**config.mk**
```make
export PLATFORM = sky130hd
export DESIGN_NAME = sdram_wr_term
export DESIGN_NICKNAME = d
export VERILOG_FILES = /design/src/rtl/sdram_wr_pkg.sv /design/src/rtl/wr_term_fsm.sv /design/src/rtl/wr_term_datapath.sv /design/src/rtl/sdram_wr_term.sv
export SDC_FILE = /design/constraint.sdc
export NUM_CORES = 1
export LEC_CHECK = 0
export ABC_CLOCK_PERIOD_IN_PS = 4200
export CAP_MARGIN = 20
export CORE_MARGIN = 3
export CORE_UTILIZATION = 50
export CTS_CLUSTER_SIZE = 12
export DETAILED_ROUTE_END_ITERATION = 16
export PLACE_DENSITY = 0.85
export SYNTH_ARGS = -nofsm -noshare
export SYNTH_HDL_FRONTEND = slang
export SYNTH_HIERARCHICAL = 1
export SYNTH_SLANG_ARGS = --single-unit
```
**constraint.sdc**
```tcl
create_clock -name clk -period 4.2 [get_ports clk]
set_input_delay 0.84 -clock clk [delete_from_list [all_inputs] [get_ports clk]]
set_output_delay 0.84 -clock clk [all_outputs]
set_load 0.02 [all_outputs]
```
**src/rtl/sdram_wr_pkg.sv**
```systemverilog
package sdram_wr_pkg;

    typedef enum logic [2:0] {
        ST_IDLE,
        ST_ISSUE,
        ST_STREAM,
        ST_RECOVER,
        ST_CLOSE
    } wr_state_t;

    // {cs_n, ras_n, cas_n, we_n}
    localparam logic [3:0] CMD_NOP   = 4'b0111;
    localparam logic [3:0] CMD_WRITE = 4'b0100;
    localparam logic [3:0] CMD_PRE   = 4'b0010;

endpackage

```
**src/rtl/wr_term_fsm.sv**
```systemverilog
module wr_term_fsm
    import sdram_wr_pkg::*;
#(
    parameter int BURST_LEN = 4,
    localparam int BEAT_W   = $clog2(BURST_LEN)
) (
    input  logic              clk,
    input  logic              rst_n,
    input  logic              req_valid,
    input  logic              cut,
    input  logic [BEAT_W-1:0] last_idx,
    output logic              accept,
    output logic [BEAT_W-1:0] beat_idx,
    output logic [3:0]        cmd,
    output logic              drive_col,
    output logic              oe,
    output logic              mask,
    output logic              busy,
    output logic              done
);

    wr_state_t         state, state_nx;
    logic [BEAT_W-1:0] idx_q, idx_nx;
    logic              done_q;

    assign accept   = (state == ST_IDLE) && req_valid;
    assign beat_idx = idx_q;
    assign done     = done_q;

    // state register
    always_ff @(posedge clk) begin
        if (!rst_n) begin
            state  <= ST_IDLE;
            idx_q  <= '0;
            done_q <= 1'b0;
        end else begin
            state  <= state_nx;
            idx_q  <= idx_nx;
            done_q <= (state == ST_CLOSE);
        end
    end

    // next state
    always_comb begin
        state_nx = state;
        idx_nx   = idx_q;
        unique case (state)
            ST_IDLE: begin
                idx_nx = '0;
                if (req_valid) state_nx = ST_ISSUE;
            end
            ST_ISSUE, ST_STREAM: begin
                if (idx_q == last_idx) begin
                    state_nx = cut ? ST_CLOSE : ST_RECOVER;
                end else begin
                    state_nx = ST_STREAM;
                    idx_nx   = idx_q + 1'b1;
                end
            end
            ST_RECOVER: state_nx = ST_CLOSE;
            ST_CLOSE:   state_nx = ST_IDLE;
            default:    state_nx = ST_IDLE;
        endcase
    end

    // outputs
    always_comb begin
        cmd       = CMD_NOP;
        drive_col = 1'b0;
        oe        = 1'b0;
        mask      = 1'b0;
        busy      = 1'b1;
        unique case (state)
            ST_IDLE:    busy = 1'b0;
            ST_ISSUE: begin
                cmd       = CMD_WRITE;
                drive_col = 1'b1;
                oe        = 1'b1;
            end
            ST_STREAM:  oe = 1'b1;
            ST_RECOVER: ;
            ST_CLOSE: begin
                cmd  = CMD_PRE;
                mask = cut;
            end
            default:    busy = 1'b0;
        endcase
    end

    // a write command is never repeated within one burst
    assert_single_write_R7: assert property (@(posedge clk) disable iff (!rst_n)
        (state == ST_ISSUE) |=> (state != ST_ISSUE));

    // done only after the close state
    assert_done_after_close_R8: assert property (@(posedge clk) disable iff (!rst_n)
        done_q |-> (state == ST_IDLE));

endmodule

```
**src/rtl/wr_term_datapath.sv**
```systemverilog
module wr_term_datapath #(
    parameter int DATA_W    = 16,
    parameter int BANK_W    = 2,
    parameter int COL_W     = 8,
    parameter int ADDR_W    = 11,
    parameter int BURST_LEN = 4,
    localparam int BEAT_W   = $clog2(BURST_LEN),
    localparam int TRUNC_W  = BEAT_W + 1
) (
    input  logic                          clk,
    input  logic                          rst_n,
    input  logic                          accept,
    input  logic [BANK_W-1:0]             req_bank,
    input  logic [COL_W-1:0]              req_col,
    input  logic [BURST_LEN*DATA_W-1:0]   req_data,
    input  logic [TRUNC_W-1:0]            req_trunc,
    input  logic [BEAT_W-1:0]             beat_idx,
    input  logic                          oe,
    input  logic                          drive_col,
    output logic [BEAT_W-1:0]             last_idx,
    output logic                          cut,
    output logic [BANK_W-1:0]             sd_bank,
    output logic [ADDR_W-1:0]             sd_addr,
    output logic [DATA_W-1:0]             wdata
);

    localparam logic [TRUNC_W-1:0] FULL_CNT = TRUNC_W'(BURST_LEN);
    localparam logic [BEAT_W-1:0]  LAST_FULL = BEAT_W'(BURST_LEN - 1);

    logic [BANK_W-1:0]           bank_q;
    logic [COL_W-1:0]            col_q;
    logic [BURST_LEN*DATA_W-1:0] data_q;
    logic [BEAT_W-1:0]           last_q;
    logic                        cut_q;
    logic                        cut_in;
    logic [TRUNC_W-1:0]          trunc_m1;
    logic [DATA_W-1:0]           words [BURST_LEN];

    assign cut_in   = (req_trunc != '0) && (req_trunc < FULL_CNT);
    assign trunc_m1 = req_trunc - 1'b1;

    always_ff @(posedge clk) begin
        if (!rst_n) begin
            bank_q <= '0;
            col_q  <= '0;
            data_q <= '0;
            last_q <= LAST_FULL;
            cut_q  <= 1'b0;
        end else if (accept) begin
            bank_q <= req_bank;
            col_q  <= req_col;
            data_q <= req_data;
            cut_q  <= cut_in;
            last_q <= cut_in ? trunc_m1[BEAT_W-1:0] : LAST_FULL;
        end
    end

    for (genvar g = 0; g < BURST_LEN; g++) begin : g_word
        assign words[g] = data_q[g*DATA_W +: DATA_W];
    end

    always_comb begin
        sd_addr = '0;
        if (drive_col) sd_addr[COL_W-1:0] = col_q;
    end

    assign wdata    = oe ? words[beat_idx] : '0;
    assign sd_bank  = bank_q;
    assign last_idx = last_q;
    assign cut      = cut_q;

endmodule

```
**src/rtl/sdram_wr_term.sv**
```systemverilog
module sdram_wr_term
    import sdram_wr_pkg::*;
#(
    parameter int DATA_W    = 16,
    parameter int BANK_W    = 2,
    parameter int COL_W     = 8,
    parameter int ADDR_W    = 11,
    parameter int AP_BIT    = 10,
    parameter int BURST_LEN = 4,
    localparam int BEAT_W   = $clog2(BURST_LEN),
    localparam int TRUNC_W  = BEAT_W + 1,
    localparam int MASK_W   = DATA_W / 8
) (
    input  logic                        clk,
    input  logic                        rst_n,
    input  logic                        req_valid,
    input  logic [BANK_W-1:0]           req_bank,
    input  logic [COL_W-1:0]            req_col,
    input  logic [BURST_LEN*DATA_W-1:0] req_data,
    input  logic [TRUNC_W-1:0]          req_trunc,
    output logic                        busy,
    output logic                        done,
    output logic [3:0]                  sd_cmd,
    output logic [BANK_W-1:0]           sd_bank,
    output logic [ADDR_W-1:0]           sd_addr,
    output logic [DATA_W-1:0]           wdata,
    output logic                        wdata_oe,
    output logic [MASK_W-1:0]           wmask
);

    logic              accept;
    logic              cut;
    logic [BEAT_W-1:0] last_idx;
    logic [BEAT_W-1:0] beat_idx;
    logic              drive_col;
    logic              mask_one;

    wr_term_fsm #(.BURST_LEN(BURST_LEN)) u_fsm (
        .clk       (clk),
        .rst_n     (rst_n),
        .req_valid (req_valid),
        .cut       (cut),
        .last_idx  (last_idx),
        .accept    (accept),
        .beat_idx  (beat_idx),
        .cmd       (sd_cmd),
        .drive_col (drive_col),
        .oe        (wdata_oe),
        .mask      (mask_one),
        .busy      (busy),
        .done      (done)
    );

    wr_term_datapath #(
        .DATA_W    (DATA_W),
        .BANK_W    (BANK_W),
        .COL_W     (COL_W),
        .ADDR_W    (ADDR_W),
        .BURST_LEN (BURST_LEN)
    ) u_dp (
        .clk       (clk),
        .rst_n     (rst_n),
        .accept    (accept),
        .req_bank  (req_bank),
        .req_col   (req_col),
        .req_data  (req_data),
        .req_trunc (req_trunc),
        .beat_idx  (beat_idx),
        .oe        (wdata_oe),
        .drive_col (drive_col),
        .last_idx  (last_idx),
        .cut       (cut),
        .sd_bank   (sd_bank),
        .sd_addr   (sd_addr),
        .wdata     (wdata)
    );

    assign wmask = {MASK_W{mask_one}};

    // the write command always carries a live, unmasked beat
    assert_write_beat_R2: assert property (@(posedge clk) disable iff (!rst_n)
        (sd_cmd == CMD_WRITE) |-> (wdata_oe && (wmask == '0)));

    // a masked precharge directly follows a driven beat, pins released
    assert_cut_precharge_R4: assert property (@(posedge clk) disable iff (!rst_n)
        ((sd_cmd == CMD_PRE) && (wmask != '0)) |-> (!wdata_oe && $past(wdata_oe)));

    // an unmasked precharge comes after one quiet recovery clock
    assert_full_recovery_R5: assert property (@(posedge clk) disable iff (!rst_n)
        ((sd_cmd == CMD_PRE) && (wmask == '0)) |-> (!$past(wdata_oe) && $past(wdata_oe, 2)));

    // bit 10 stays low, so only the addressed bank is affected
    assert_single_bank_R6: assert property (@(posedge clk) disable iff (!rst_n)
        ((sd_cmd == CMD_WRITE) || (sd_cmd == CMD_PRE)) |-> !sd_addr[AP_BIT]);

    // bank holds for the whole burst
    assert_bank_steady_R6: assert property (@(posedge clk) disable iff (!rst_n)
        (busy && $past(busy)) |-> $stable(sd_bank));

    // done follows a precharge and busy has dropped
    assert_done_after_pre_R8: assert property (@(posedge clk) disable iff (!rst_n)
        done |-> (($past(sd_cmd) == CMD_PRE) && !busy));

    // the pins are quiet while idle
    assert_idle_quiet_R9: assert property (@(posedge clk) disable iff (!rst_n)
        !busy |-> ((sd_cmd == CMD_NOP) && !wdata_oe));

endmodule

```
### After elaboration in Yosys (flattened, before gate mapping)

Index checks and enable logic that the tools add are counted.

| storage, ports and cells | value |
|---|---|
| bits in registers | 83 |
| output and inout bits | 38 |

| cells by class | value |
|---|---|
| $add $sub $neg | 2 |
| magnitude comparators | 2 |
| equal/unequal tests | 7 |
| muxes and demuxes | 17 |
| bitwise gates (word level) | 1 |
| reduce and logical (&&, ||, !) cells | 8 |

Operators by type and width:

| kind | number |
|---|---|
| $mux 16 | 3 |
| $bmux 16 s2 | 1 |
| $mux 3 | 3 |
| $pmux 3 s3 | 1 |
| $mux 8 | 1 |
| $eq 3x2->1 const B | 2 |
| $pmux 3 s2 | 1 |
| $mux 1 | 4 |
| $mux 2 | 2 |
| $ne 2x2->1 const B | 2 |
| $pmux 2 s2 | 1 |
| $reduce_or 4->1 | 1 |
| $eq 3x1->1 const B | 1 |
| $eq 3x3->1 const B | 1 |
| $ge 3x3->1 const B | 1 |
| $logic_not 3->1 | 1 |
| $lt 3x3->1 const B | 1 |
| $not 2->3 | 1 |
| $reduce_bool 3->1 | 1 |
| $add 2x1->2 const B | 1 |
| $eq 2x2->1 | 1 |
| $logic_and 1x1->1 | 2 |
| $reduce_and 2->1 | 1 |
| $reduce_bool 2->1 | 1 |
| 2 further kinds | 2 |

### Depth between registers and ports, before layout

Gate-level depths: netlist (run 1).

| logic depth | value |
|---|---|
| depth in word-level cells | 5 |
| gate-level depth with buffers | 8 |
| depth with buffers taken out | 4 |

### Modules after synthesis

The synthesis (run 1) kept the hierarchy.

Modules (own cells, without submodules):

| module | instances | cells each | area each (um2) |
|---|---|---|---|
| wr_term_datapath | 1 | 324 | 3300.7 |
| wr_term_fsm | 1 | 53 | 407.9 |
| sdram_wr_term | 1 | 2 | 15.0 |

### Least setup slack after synthesis (run 1)

OpenSTA, ideal clock, no wires.

| timing | value |
|---|---|
| kind | register to output |
| from | reg u_fsm.state[0] |
| to | out wdata[0] |
| data arrival time | 1.730 ns |
| setup slack | 1.630 ns |
| cell stages (with the launch flop) | 7 |
| path buffers | 2 |
| cells stage by stage | dfxtp_1 -> buf_2 -> xnor2_1 -> nor2_1 -> nand2_1 -> clkbuf_1 -> o22ai_1 |

| between the ends | value |
|---|---|
| longest elaborated chain between the ends | 4 |
| elaborated cells on any way between the ends | 5 |
| those cells by class | 2 x eq/ne; 2 x mux; 1 x reduce/logical |

Ends and longest elaborated chain:

| item | RTL line | text |
|---|---|---|
| start: declaration | wr_term_fsm.sv:22 | `wr_state_t state, state_nx;` |
| start signal: assignment | wr_term_fsm.sv:37 | `state <= state_nx;` |
| $eq 3x1->1 or $eq 3x2->1 (tied branches) | wr_term_fsm.sv:73 | `unique case (state)` |
| $reduce_or 2->1 (no source line) * | n/a |  |
| $mux 1 * | wr_term_fsm.sv:73 |  |
| named net wdata_oe | sdram_wr_term.sv:27 | `output logic wdata_oe,` |
| $mux 16 * | wr_term_datapath.sv:67 | `assign wdata = oe ? words[beat_idx] : '0;` |
| end: declaration | sdram_wr_term.sv:26 | `output logic [DATA_W-1:0] wdata,` |

Mark *: on every way through the listed nets, which the timed path passes. The rest lies on a longest branch.

### Final worst setup path (run 1)

| timing | value |
|---|---|
| from | reg u_fsm.state[1] |
| to | out wdata[7] |

| between the ends | value |
|---|---|
| longest elaborated chain between the ends | 4 |
| elaborated cells on any way between the ends | 5 |
| those cells by class | 2 x eq/ne; 2 x mux; 1 x reduce/logical |

Ends and longest elaborated chain:

| item | RTL line |
|---|---|
| $eq 3x1->1 or $eq 3x2->1 (tied branches) | wr_term_fsm.sv:73 |
| $reduce_or 2->1 (no source line) * | n/a |
| $mux 1 * | wr_term_fsm.sv:73 |
| $mux 16 * | wr_term_datapath.sv:67 |

Every way passes the cells marked *; elsewhere a longest branch is shown, timed or not.

==> results of run 1 <==
==> power breakdown <==
group	total [mW]	switching [mW]	internal, mW
Clock	0.596	0.265	0.331
Sequential	0.879	0.0353	0.843
Combinational	0.352	0.163	0.188
Total	1.83	0.463	1.36
==> flip-flops by register name (all words and copies together), names as in the netlist <==
signal / cells
u_dp/sd_bank: 2
u_fsm/state: 3
u_dp/data_q: 64
u_dp/last_idx: 2
u_dp/cut: 1
u_fsm/done: 1
u_dp/col_q: 8
u_fsm/beat_idx: 2
==> worst max path at each step <==
stage / to / depth (start not counted) / start
finish: wdata[7] / 5 / u_fsm/state[1]
floorplan: wdata[0] / 6 / u_fsm/state[0]
global route: wdata[6] / 5 / u_fsm/state[0]
detailed placement: wdata[6] / 5 / u_fsm/state[1]
global placement: wdata[7] / 5 / u_fsm/state[0]
CTS: wdata[6] / 5 / u_fsm/state[0]
==> Yosys cell counts, drive strengths merged <==
| library cell | count | area share, % |
|---|---|---|
| and3 | 1 | 0.17 |
| buf | 29 | 5.3 |
| or3 | 2 | 0.34 |
| and2 | 10 | 1.7 |
| o21ai | 3 | 0.40 |
| inv | 7 | 0.71 |
| mux2i | 107 | 29 |
| nor2 | 81 | 8.2 |
| nor2b | 5 | 0.84 |
| nand2b | 3 | 0.50 |
| and2b | 1 | 0.20 |
| or3b | 1 | 0.24 |
| conb | 2 | 0.20 |
| o2111ai | 2 | 0.47 |
| ha | 1 | 0.34 |
| nor4bb | 2 | 0.54 |
| nand3 | 2 | 0.27 |
| clkbuf | 4 | 0.40 |
| a31oi | 1 | 0.17 |
| nand2 | 4 | 0.40 |
| a21oi | 4 | 0.54 |
| o22ai | 17 | 2.9 |
| dfxtp | 83 | 45 |
| xnor2 | 4 | 1.1 |
| a211oi | 2 | 0.54 |
| a21boi | 1 | 0.20 |
==> critical path: stages, from the launching register on <==
cell	delay (ps)
dfxtp_1	470
xnor2_1	130
nor2_1	180
nand2b_1	480
o22ai_1	380
clkdlybuf4s50_1	650
==> through the flow <==
step / power [mW] / instances / setup slack [ps]
6_report: 1.826 / 577 / 732.7
5_1_grt: 1.908 / 577 / 572.2
4_1_cts: 1.841 / 577 / 735.3
3_5_place_dp: 1.248 / 562 / 1122
3_3_place_gp: 1.237 / 562 / 1214
2_1_floorplan: 1.111 / 381 / 1630
==> cells in the final DEF, fill, tap and decap left out, types with 4 or more instances in the layout <==
cell type | Yosys | routed
clkdlybuf4s50_1 | 0 | 113
buf_4 | 16 | 5
conb_1 | 2 | 4
and2_1 | 10 | 10
o22ai_1 | 17 | 17
mux2i_1 | 107 | 107
dfxtp_1 | 83 | 82
clkbuf_8 | 0 | 9
nor2b_1 | 5 | 5
inv_1 | 7 | 6
nand2_1 | 4 | 4
nor2_1 | 81 | 80
a21oi_1 | 4 | 4
==> area by class of cell <==
cell class,instances,area [sq um]
fill,541,1997
multi-input combinational,258,1838
sequential,83,1663
timing repair buffer,118,1169
clock buffer,10,127.6
tap,96,120.1
clock inverter,5,78.83
inverter,7,26.28
==> metal layers <==
metal | up-vias | wire, um | part of all wire [%]
met5 | - | 0 | 0
met4 | 0 | 151 | 1.7
met3 | 13 | 648 | 7.4
met2 | 113 | 4036 | 46
met1 | 1371 | 3923 | 45
li1 | 1471 | - | -
==> kinds of logic (layout without fill, tap and decap cells) <==
family / count (synthesis) / count (layout) / synth area share [%]
AND/OR/NAND/NOR: 112 / 112 / 13.34
AO/OA/AOI/OAI: 30 / 30 / 5.175
buffers and inverters: 40 / 140 / 6.418
flip-flops: 83 / 83 / 44.62
other: 2 / 4 / 0.2017
adder cells (fa/ha/maj): 1 / 1 / 0.3360
multiplexers: 107 / 107 / 28.76
XOR/XNOR: 4 / 4 / 1.143
==> run metrics, run 1 <==
status complete, no violations; Detailed Place HPWL 6.297 mm; setup violators final 0; clk buf depth 2; average size of a mapped cell 9.825 sq um; total CTS buffers 9; ratio of cells with drive above 1 in the final layout 4.990%; initial antenna violation count 0; Pre-Repair DR Iteration Count 4; GRT Total Usage 21.08%; first-pass GRT wire length 14.43 mm; worst vdd ir 0.2453 mV; clk_lat worst skew 340 ps; Netlist Area Pre-Place 0.003724 sq mm; r2r endpoint u_dp/col_q[0]; Placed Area 0.004816 sq mm; Final period util 82.56%; Hold WC Path Type flop to flop; Fin Setup TNS 0 ps; Final Hold Viols 0; Hold WS 491.2 ps; diode count 0; Leak 1.946 nW; vias per cell 5.144; worst-path fanout max 16; Min Clock Period, post-route 3467 ps; Hold Crit Endpoint u_dp/col_q[7]; aggregate routed wire length 8.759 mm; DR iter-0 viols 75; Die Y 92.30 um; RSZ-0062 raised after global routing false; global route total overflow 0; core footprint 0.007019 sq mm; Post-CTS Setup Inserts 0; maximum number of pins on one net before global-route repair 61; CP arrival 2630 ps; vias in the first global route 2,927; Pwr Density 363.6 mW/mm^2; Setup CP Type flop to output pin; drt wl/cell 15.18 um; number of remaining DRC errors 0; die width 92.30 um; clock sinks 83; Detail Route Antenna Nets 0; Setup Skew 12.34 ps; Design Area, Final 0.005022 sq mm; H-tree depth 3; Reg2Reg Setup Slack 1940 ps; CTS clk-pin slew, worst paths 70 ps; CTS tree built; met2 Track Usage GR 34.18%; root buffer cell clkbuf_8; Final Util 71.55%; Slew Limit Fails 0; busiest grt layer met2; Unique masters post-synth 30; reg2reg start u_fsm/state[0]; Reg2Reg Depth 5; vias after detailed routing 2,968; PostCTS Resize Cnt 0; Startpoint Class flop; met3 Use GR 5.199%; Synth Instances 379; Initial Util 53.05%; register bit total from synthesis 83; crit end category output pin; Ports 118; worst-margin pin slew 993.1 ps; Final GP Congestion 0.8054; Worst Min Path Start u_dp/col_q[7]; Die ar. 0.008518 sq mm; sequential cell area fraction in the yosys report 44.62%; Buffers on Ports 113; Final #Nets 558; WP data required 3360 ps; Row Count 30; Max Cap Viol 0; Area growth syn-to-layout 34.88%; Warnings, synthesis 6; hold_buf cts 0; fmax 0.2884 GHz; Hold Path Stages 2; worst rel slew slack 33.79%; met1 GRT Util 27.14%
No activity file was read; power rests on OpenSTA's default activity.
==> inputs of run 2 (changes only) <==
--- a/config.mk
+++ b/config.mk
@@ -5,13 +5,13 @@
 export SDC_FILE = /design/constraint.sdc
 export NUM_CORES = 1
 export LEC_CHECK = 0
-export ABC_CLOCK_PERIOD_IN_PS = 4200
+export ABC_CLOCK_PERIOD_IN_PS = 3300
 export CAP_MARGIN = 20
 export CORE_MARGIN = 3
-export CORE_UTILIZATION = 50
+export CORE_UTILIZATION = 46
 export CTS_CLUSTER_SIZE = 12
 export DETAILED_ROUTE_END_ITERATION = 16
-export PLACE_DENSITY = 0.85
+export PLACE_DENSITY = 0.79
 export SYNTH_ARGS = -nofsm -noshare
 export SYNTH_HDL_FRONTEND = slang
 export SYNTH_HIERARCHICAL = 1
==> constraint.sdc (replaced) <==
create_clock -name clk -period 3.3 [get_ports clk]
set_input_delay 0.66 -clock clk [delete_from_list [all_inputs] [get_ports clk]]
set_output_delay 0.66 -clock clk [all_outputs]
set_load 0.02 [all_outputs]
==> run 2 against run 1 <==
Compared with the run above: sequential cell count stayed put; sequential share of layout area is 0.24 points lower; clock skew is 6.2 ps lower; critical path depth stayed put; count of clock-buffer cells in the layout is 1 higher; first-iteration DRC count is 11% higher; register-to-register slack worse by 600 ps; setup slack worse by 540 ps; die area is 8.1% higher; global-route usage is 1.7 points lower; wire length is 0.14% higher; sequential power is 27% higher; largest cell class unchanged.
==> run metrics, run 2 (same netlist as run 1, synthesis figures left out) <==
status complete, no violations (unchanged); Leak 1.948 nW (was 1.946 nW); Top reg by flops u_dp/data_q (unchanged); Die Y 95.97 um (was 92.30 um); Fin Setup TNS 0 ps (unchanged); hold_buf cts 0 (unchanged); Row Count 32 (was 30); Final GP Congestion 0.7779 (was 0.8054); Initial Util 47.69% (was 53.05%); initial antenna violation count 0 (unchanged); Pre-Repair DR Iteration Count 5 (was 4); crit end category output pin (unchanged); setup violators final 0 (unchanged); fmax 0.3215 GHz; ratio of cells with drive above 1 in the final layout 5.992% (was 4.990%); Hold WC Path Type flop to flop (unchanged); CTS clk-pin slew, worst paths 90 ps (was 70 ps); GRT Total Usage 19.37% (was 21.08%); Post-CTS Setup Inserts 0 (unchanged); Worst path max stage delay 650 ps (about the same); CP arrival 2450 ps (was 2630 ps); vias per cell 5.094 (was 5.144); Startpoint Class flop (unchanged); root buffer cell clkbuf_8 (unchanged); worst-margin pin slew 504.1 ps (was 993.1 ps); fin cells 586 (was 577); Detailed Place HPWL 6.315 mm (was 6.297 mm); maximum number of pins on one net before global-route repair 41 (was 61); CTS tree built (unchanged); Final #Nets 560 (was 558); clock sinks 83 (unchanged); max FFs per register 64 (unchanged); clk buf depth 2 (unchanged); WP data required 2640 ps (was 3360 ps); Buffers on Ports 113 (unchanged); Slew Limit Fails 0 (unchanged); commonest cells after routing, fill and taps aside 113 x clkdlybuf4s50_1, 107 x mux2i_1, 82 x dfxtp_1, 80 x nor2_1, 17 x o22ai_1 (unchanged); Design Area, Final 0.005059 sq mm (was 0.005022 sq mm); Max Cap Viol 0 (unchanged); vias in the first global route 2,907 (was 2,927); Pwr Density 457.4 mW/mm^2 (was 363.6 mW/mm^2); vias after detailed routing 2,985 (was 2,968); Placed Area 0.004851 sq mm (was 0.004816 sq mm); worst vdd ir 0.2361 mV (was 0.2453 mV); number of remaining DRC errors 0 (unchanged); PostCTS Resize Cnt 1 (was 0); Ports 118 (unchanged); Crit path buffers/inverters 1 (unchanged); Final Hold Viols 0 (unchanged); worst rel slew slack 66.32% (was 33.79%); clk_lat worst skew 350 ps (was 340 ps); Die ar. 0.009210 sq mm (was 0.008518 sq mm); RSZ-0062 raised after global routing false (unchanged); core footprint 0.007807 sq mm (was 0.007019 sq mm); aggregate routed wire length 8.771 mm (was 8.759 mm); first-pass GRT wire length 13.81 mm (was 14.43 mm); Setup Skew 6.181 ps (was 12.34 ps); diode count 0 (unchanged); worst-path fanout max 16 (unchanged); drt wl/cell 14.97 um (was 15.18 um); Detail Route Antenna Nets 0 (unchanged); crit-path cells xnor2_1 -> nor2_1 -> nand2b_2 -> o22ai_1 -> clkdlybuf4s50_1 (was xnor2_1 -> nor2_1 -> nand2b_1 -> o22ai_1 -> clkdlybuf4s50_1); Min Clock Period, post-route 3111 ps; DR iter-0 viols 83 (was 75); H-tree depth 3 (unchanged); dpl cells 570 (was 562); Max stage delay cell, worst path clkdlybuf4s50_1 (unchanged); Area growth syn-to-layout 35.85% (was 34.88%); die width 95.97 um (was 92.30 um); most common cell after layout, fill and taps aside clkdlybuf4s50_1 (unchanged); Regs by FF count u_dp/data_q (64), u_dp/col_q (8), u_fsm/state (3) (unchanged); Final period util 94.27%; Setup CP Type flop to output pin (unchanged); global route total overflow 0 (unchanged); CP top delay family buffers and inverters (was simple AND/OR/NAND/NOR gates); total CTS buffers 9 (unchanged)
[run 2: cell types whose count changed in the layout (fill, tap and decap cells not counted)]
cell | before | now
nand2_1 | 4 | 3
clkinvlp_4 | 0 | 3
nand2b_1 | 3 | 2
nand2_2 | 0 | 1
buf_4 | 5 | 6
clkbuf_8 | 9 | 10
nand2b_2 | 0 | 1
clkinv_4 | 1 | 0
bufinv_16 | 2 | 1
buf_12 | 0 | 1
inv_6 | 0 | 1
clkinv_2 | 2 | 0
[run 2: final timing paths]
kind,slack (ps),startpoint,depth (start not counted),endpoint
max,190,u_fsm/state[0],5,wdata[6]
min,490,u_dp/col_q[1],2,u_dp/col_q[1]
max reg2reg,1340,u_fsm/state[0],5,u_dp/data_q[24]
min reg2reg,490,u_dp/col_q[1],2,u_dp/col_q[1]
[run 2: through the flow]
stage	hold WS [ps]	total power [mW]	setup WS, ps	utilization, %
finish	489.1	2.314	189.2	64.79
global placement	462.9	1.578	482.9	62.13
floorplan	451.5	1.414	909.8	-
detailed placement	473.8	1.590	394.5	62.13
CTS	494.9	2.334	2.811	64.76
global route	526.8	2.416	15.74	64.79
[run 2: worst register-to-register path, stage by stage (launching register included)]
cell and delay (ps):
dfxtp_1 400, or3_1 480, nor2_4 230, buf_4 410, mux2i_1 280, nor2_1 50
[run 2: area by class of cell]
class / instances / area [sq um]
fill: 671 / 2749
tap: 102 / 127.6
clock buffer: 11 / 141.4
multi-input combinational: 258 / 1843
inverter: 7 / 26.28
sequential: 83 / 1663
clock inverter: 5 / 61.31
timing repair buffer: 120 / 1196
[run 2: metal layers]
layer | global-route usage [%] | share of wire, % | vias to the layer above
li1 | - | - | 1477
met1 | 24.40 | 44 | 1383
met2 | 30.11 | 46 | 109
met3 | 5.942 | 8.4 | 16
met4 | 9.360 | 1.6 | 0
met5 | 0 | 0 | -
[run 2: report_power, final]
group          total (mW)  internal [mW]  switching [mW]
Clock               0.747          0.373           0.374
Combinational       0.451          0.243           0.209
Sequential           1.12           1.07          0.0425
==> inputs of run 3 (changes only) <==
--- a/config.mk
+++ b/config.mk
@@ -8,10 +8,10 @@
 export ABC_CLOCK_PERIOD_IN_PS = 3300
 export CAP_MARGIN = 20
 export CORE_MARGIN = 3
-export CORE_UTILIZATION = 46
+export CORE_UTILIZATION = 35
 export CTS_CLUSTER_SIZE = 12
 export DETAILED_ROUTE_END_ITERATION = 16
-export PLACE_DENSITY = 0.79
+export GPL_TIMING_DRIVEN = 0
 export SYNTH_ARGS = -nofsm -noshare
 export SYNTH_HDL_FRONTEND = slang
 export SYNTH_HIERARCHICAL = 1
==> run 3 against run 2 <==
Compared with the run above: cell area is 4.6% higher; critical path type unchanged; via count rose by 0.34%; highest routed layer unchanged; utilization decreased by 14 points; clock power grew 14%; critical endpoint is now wdata[14].
==> run metrics, run 3 (same netlist as run 1, synthesis figures left out) <==
status complete, no violations (unchanged); Detail Route Antenna Nets 0 (unchanged); ratio of cells with drive above 1 in the final layout 9.234% (was 5.992%); part of the power in combinational logic 19.6% (was 19.5%); Pwr Density 461.4 mW/mm^2 (was 457.4 mW/mm^2); Hold WS 487.0 ps (was 489.1 ps); clk buf depth 2 (unchanged); first-pass GRT wire length 15.10 mm (was 13.81 mm); root buffer cell clkbuf_8 (unchanged); Final Util 51.25% (was 64.79%); setup violators final 0 (unchanged); Reg2Reg Setup Slack 1400 ps (was 1340 ps); Regs by FF count u_dp/data_q (64), u_dp/col_q (8), u_fsm/state (3) (unchanged); Detailed Place HPWL 7.419 mm (was 6.315 mm); sw power 0.6137 mW (was 0.6249 mW); vias in the first global route 2,980 (was 2,907); Setup Skew 7.135 ps (was 6.181 ps); drt wl/cell 15.13 um (was 14.97 um); crit end category output pin (unchanged); Max Cap Viol 0 (unchanged); Leak 2.260 nW (was 1.948 nW); Row Count 37 (was 32); worst-margin pin slew 539.3 ps (was 504.1 ps); WP data required 2640 ps (about the same); fmax 0.3147 GHz (was 0.3215 GHz); Int Pwr 1.828 mW (was 1.689 mW); met1 GRT Util 21.54% (was 24.40%); Initial Util 36.07% (was 47.69%); Final period util 96.29% (was 94.27%); number of remaining DRC errors 0 (unchanged); vias per cell 4.643 (was 5.094); H-tree depth 3 (unchanged); Startpoint Class flop (unchanged); worst rel slew slack 64.05% (was 66.32%); Slew Limit Fails 0 (unchanged); GRT Total Usage 16.61% (was 19.37%); CTS tree built (unchanged); met2 Track Usage GR 26.49% (was 30.11%); initial antenna violation count 0 (unchanged); worst-path fanout max 10 (was 16); Sw Ratio 25.14% (was 27.00%); RSZ-0062 raised after global routing false (unchanged); worst vdd ir 0.2396 mV (was 0.2361 mV); Fin Setup TNS 0 ps (unchanged); total power 2.441 mW (was 2.314 mW); Area growth syn-to-layout 42.10% (was 35.85%); worst slack, placed 384.5 ps (was 394.5 ps); Ports 118 (unchanged); Post-CTS Setup Inserts 0 (unchanged); commonest cells after routing, fill and taps aside 107 x mux2i_1, 103 x clkdlybuf4s50_1, 83 x dfxtp_1, 81 x nor2_1, 17 x o22ai_1 (was 113 x clkdlybuf4s50_1, 107 x mux2i_1, 82 x dfxtp_1, 80 x nor2_1, 17 x o22ai_1); Final Hold Viols 0 (unchanged); max FFs per register 64 (unchanged); setup ws final 122.5 ps (was 189.2 ps); Buffers on Ports 113 (unchanged); clock network fraction of total power 34.9% (was 32.3%); sequential power share 45.5% (was 48.2%); fillers 993 (was 671); global route total overflow 0 (unchanged); clock sinks 83 (unchanged); DR iter-0 viols 98 (was 83); clk_lat worst skew 340 ps (was 350 ps); vias after detailed routing 2,995 (was 2,985); Pre-Repair DR Iteration Count 4 (was 5); most common cell after layout, fill and taps aside mux2i_1 (was clkdlybuf4s50_1); Die ar. 0.01191 sq mm (was 0.009210 sq mm); aggregate routed wire length 9.759 mm (was 8.771 mm); Hold WC Path Type flop to flop (unchanged); total CTS buffers 9 (unchanged); die width 109.1 um (was 95.97 um); CP arrival 2520 ps (was 2450 ps); Die Y 109.1 um (was 95.97 um); diode count 0 (unchanged); Min Clock Period, post-route 3177 ps (was 3111 ps); CTS clk-pin slew, worst paths 80 ps (was 90 ps); core footprint 0.01032 sq mm (was 0.007807 sq mm); Setup CP Type flop to output pin (unchanged); maximum number of pins on one net before global-route repair 14 (was 41); Final #Nets 586 (was 560); Top reg by flops u_dp/data_q (unchanged); Final GP Congestion 0.7419 (was 0.7779); met3 Use GR 4.973% (was 5.942%); busiest grt layer met2 (unchanged)
[run 3: worst paths after layout]
path,depth (start not counted),startpoint,end
worst max-delay path,7,u_fsm/state[0],wdata[14]
worst min-delay path,2,u_dp/col_q[0],u_dp/col_q[0]
worst max register to register,8,u_fsm/state[0],u_dp/data_q[42]
worst min register to register,2,u_dp/col_q[0],u_dp/col_q[0]
[run 3: worst max-delay path, stage by stage (launching register included)]
cell and delay (ps):
dfxtp_1 300, buf_2 160, xnor2_1 150, nor2_1 230, nand2_1 250, clkbuf_2 280
o22ai_1 140, clkdlybuf4s50_1 660
[run 3: stage by stage]
step | cells | cell area, sq um
after floorplan | 381 | 3731
after global placement | 630 | 5032
after detailed placement | 630 | 5032
after CTS | 645 | 5264
after global routing | 645 | 5291
final | 645 | 5291
[run 3: final cells by class]
class,count,area (sq um),area share (%)
multi-input cells,258,1833,34.64
well taps,136,170.2,3.216
clock inverters,5,102.6,1.939
repair buffers,113,1156,21.85
clock buffers,10,127.6,2.412
inverters,7,26.28,0.4966
plain buffers,33,214.0,4.044
flip-flops and latches,83,1662,31.40
[run 3: routing by layer]
metal	up-vias	part of all wire, %	wire [um]
li1	1530	-	-
met1	1364	45	4428
met2	88	45	4425
met3	13	7.8	762
met4	0	1.5	142
met5	-	0	0
[run 3: what timing repair did]
| item | in CTS | in global routing |
|---|---|---|
| hold buffers | 0 | 0 |
| endpoints found under the setup margin | 1 | 12 |
| hold endpoints to repair | 0 | 0 |
| gates resized for setup | 1 | 11 |
[run 3: power groups by stage]
stage          Clock [mW]  Sequential, mW  Combinational [mW]
3_5_place_dp            0            1.13               0.483
3_3_place_gp            0            1.13               0.477
2_1_floorplan           0            1.13               0.289
4_1_cts             0.875            1.11               0.486
5_1_grt             0.919            1.12               0.521
6_report            0.851            1.11               0.480
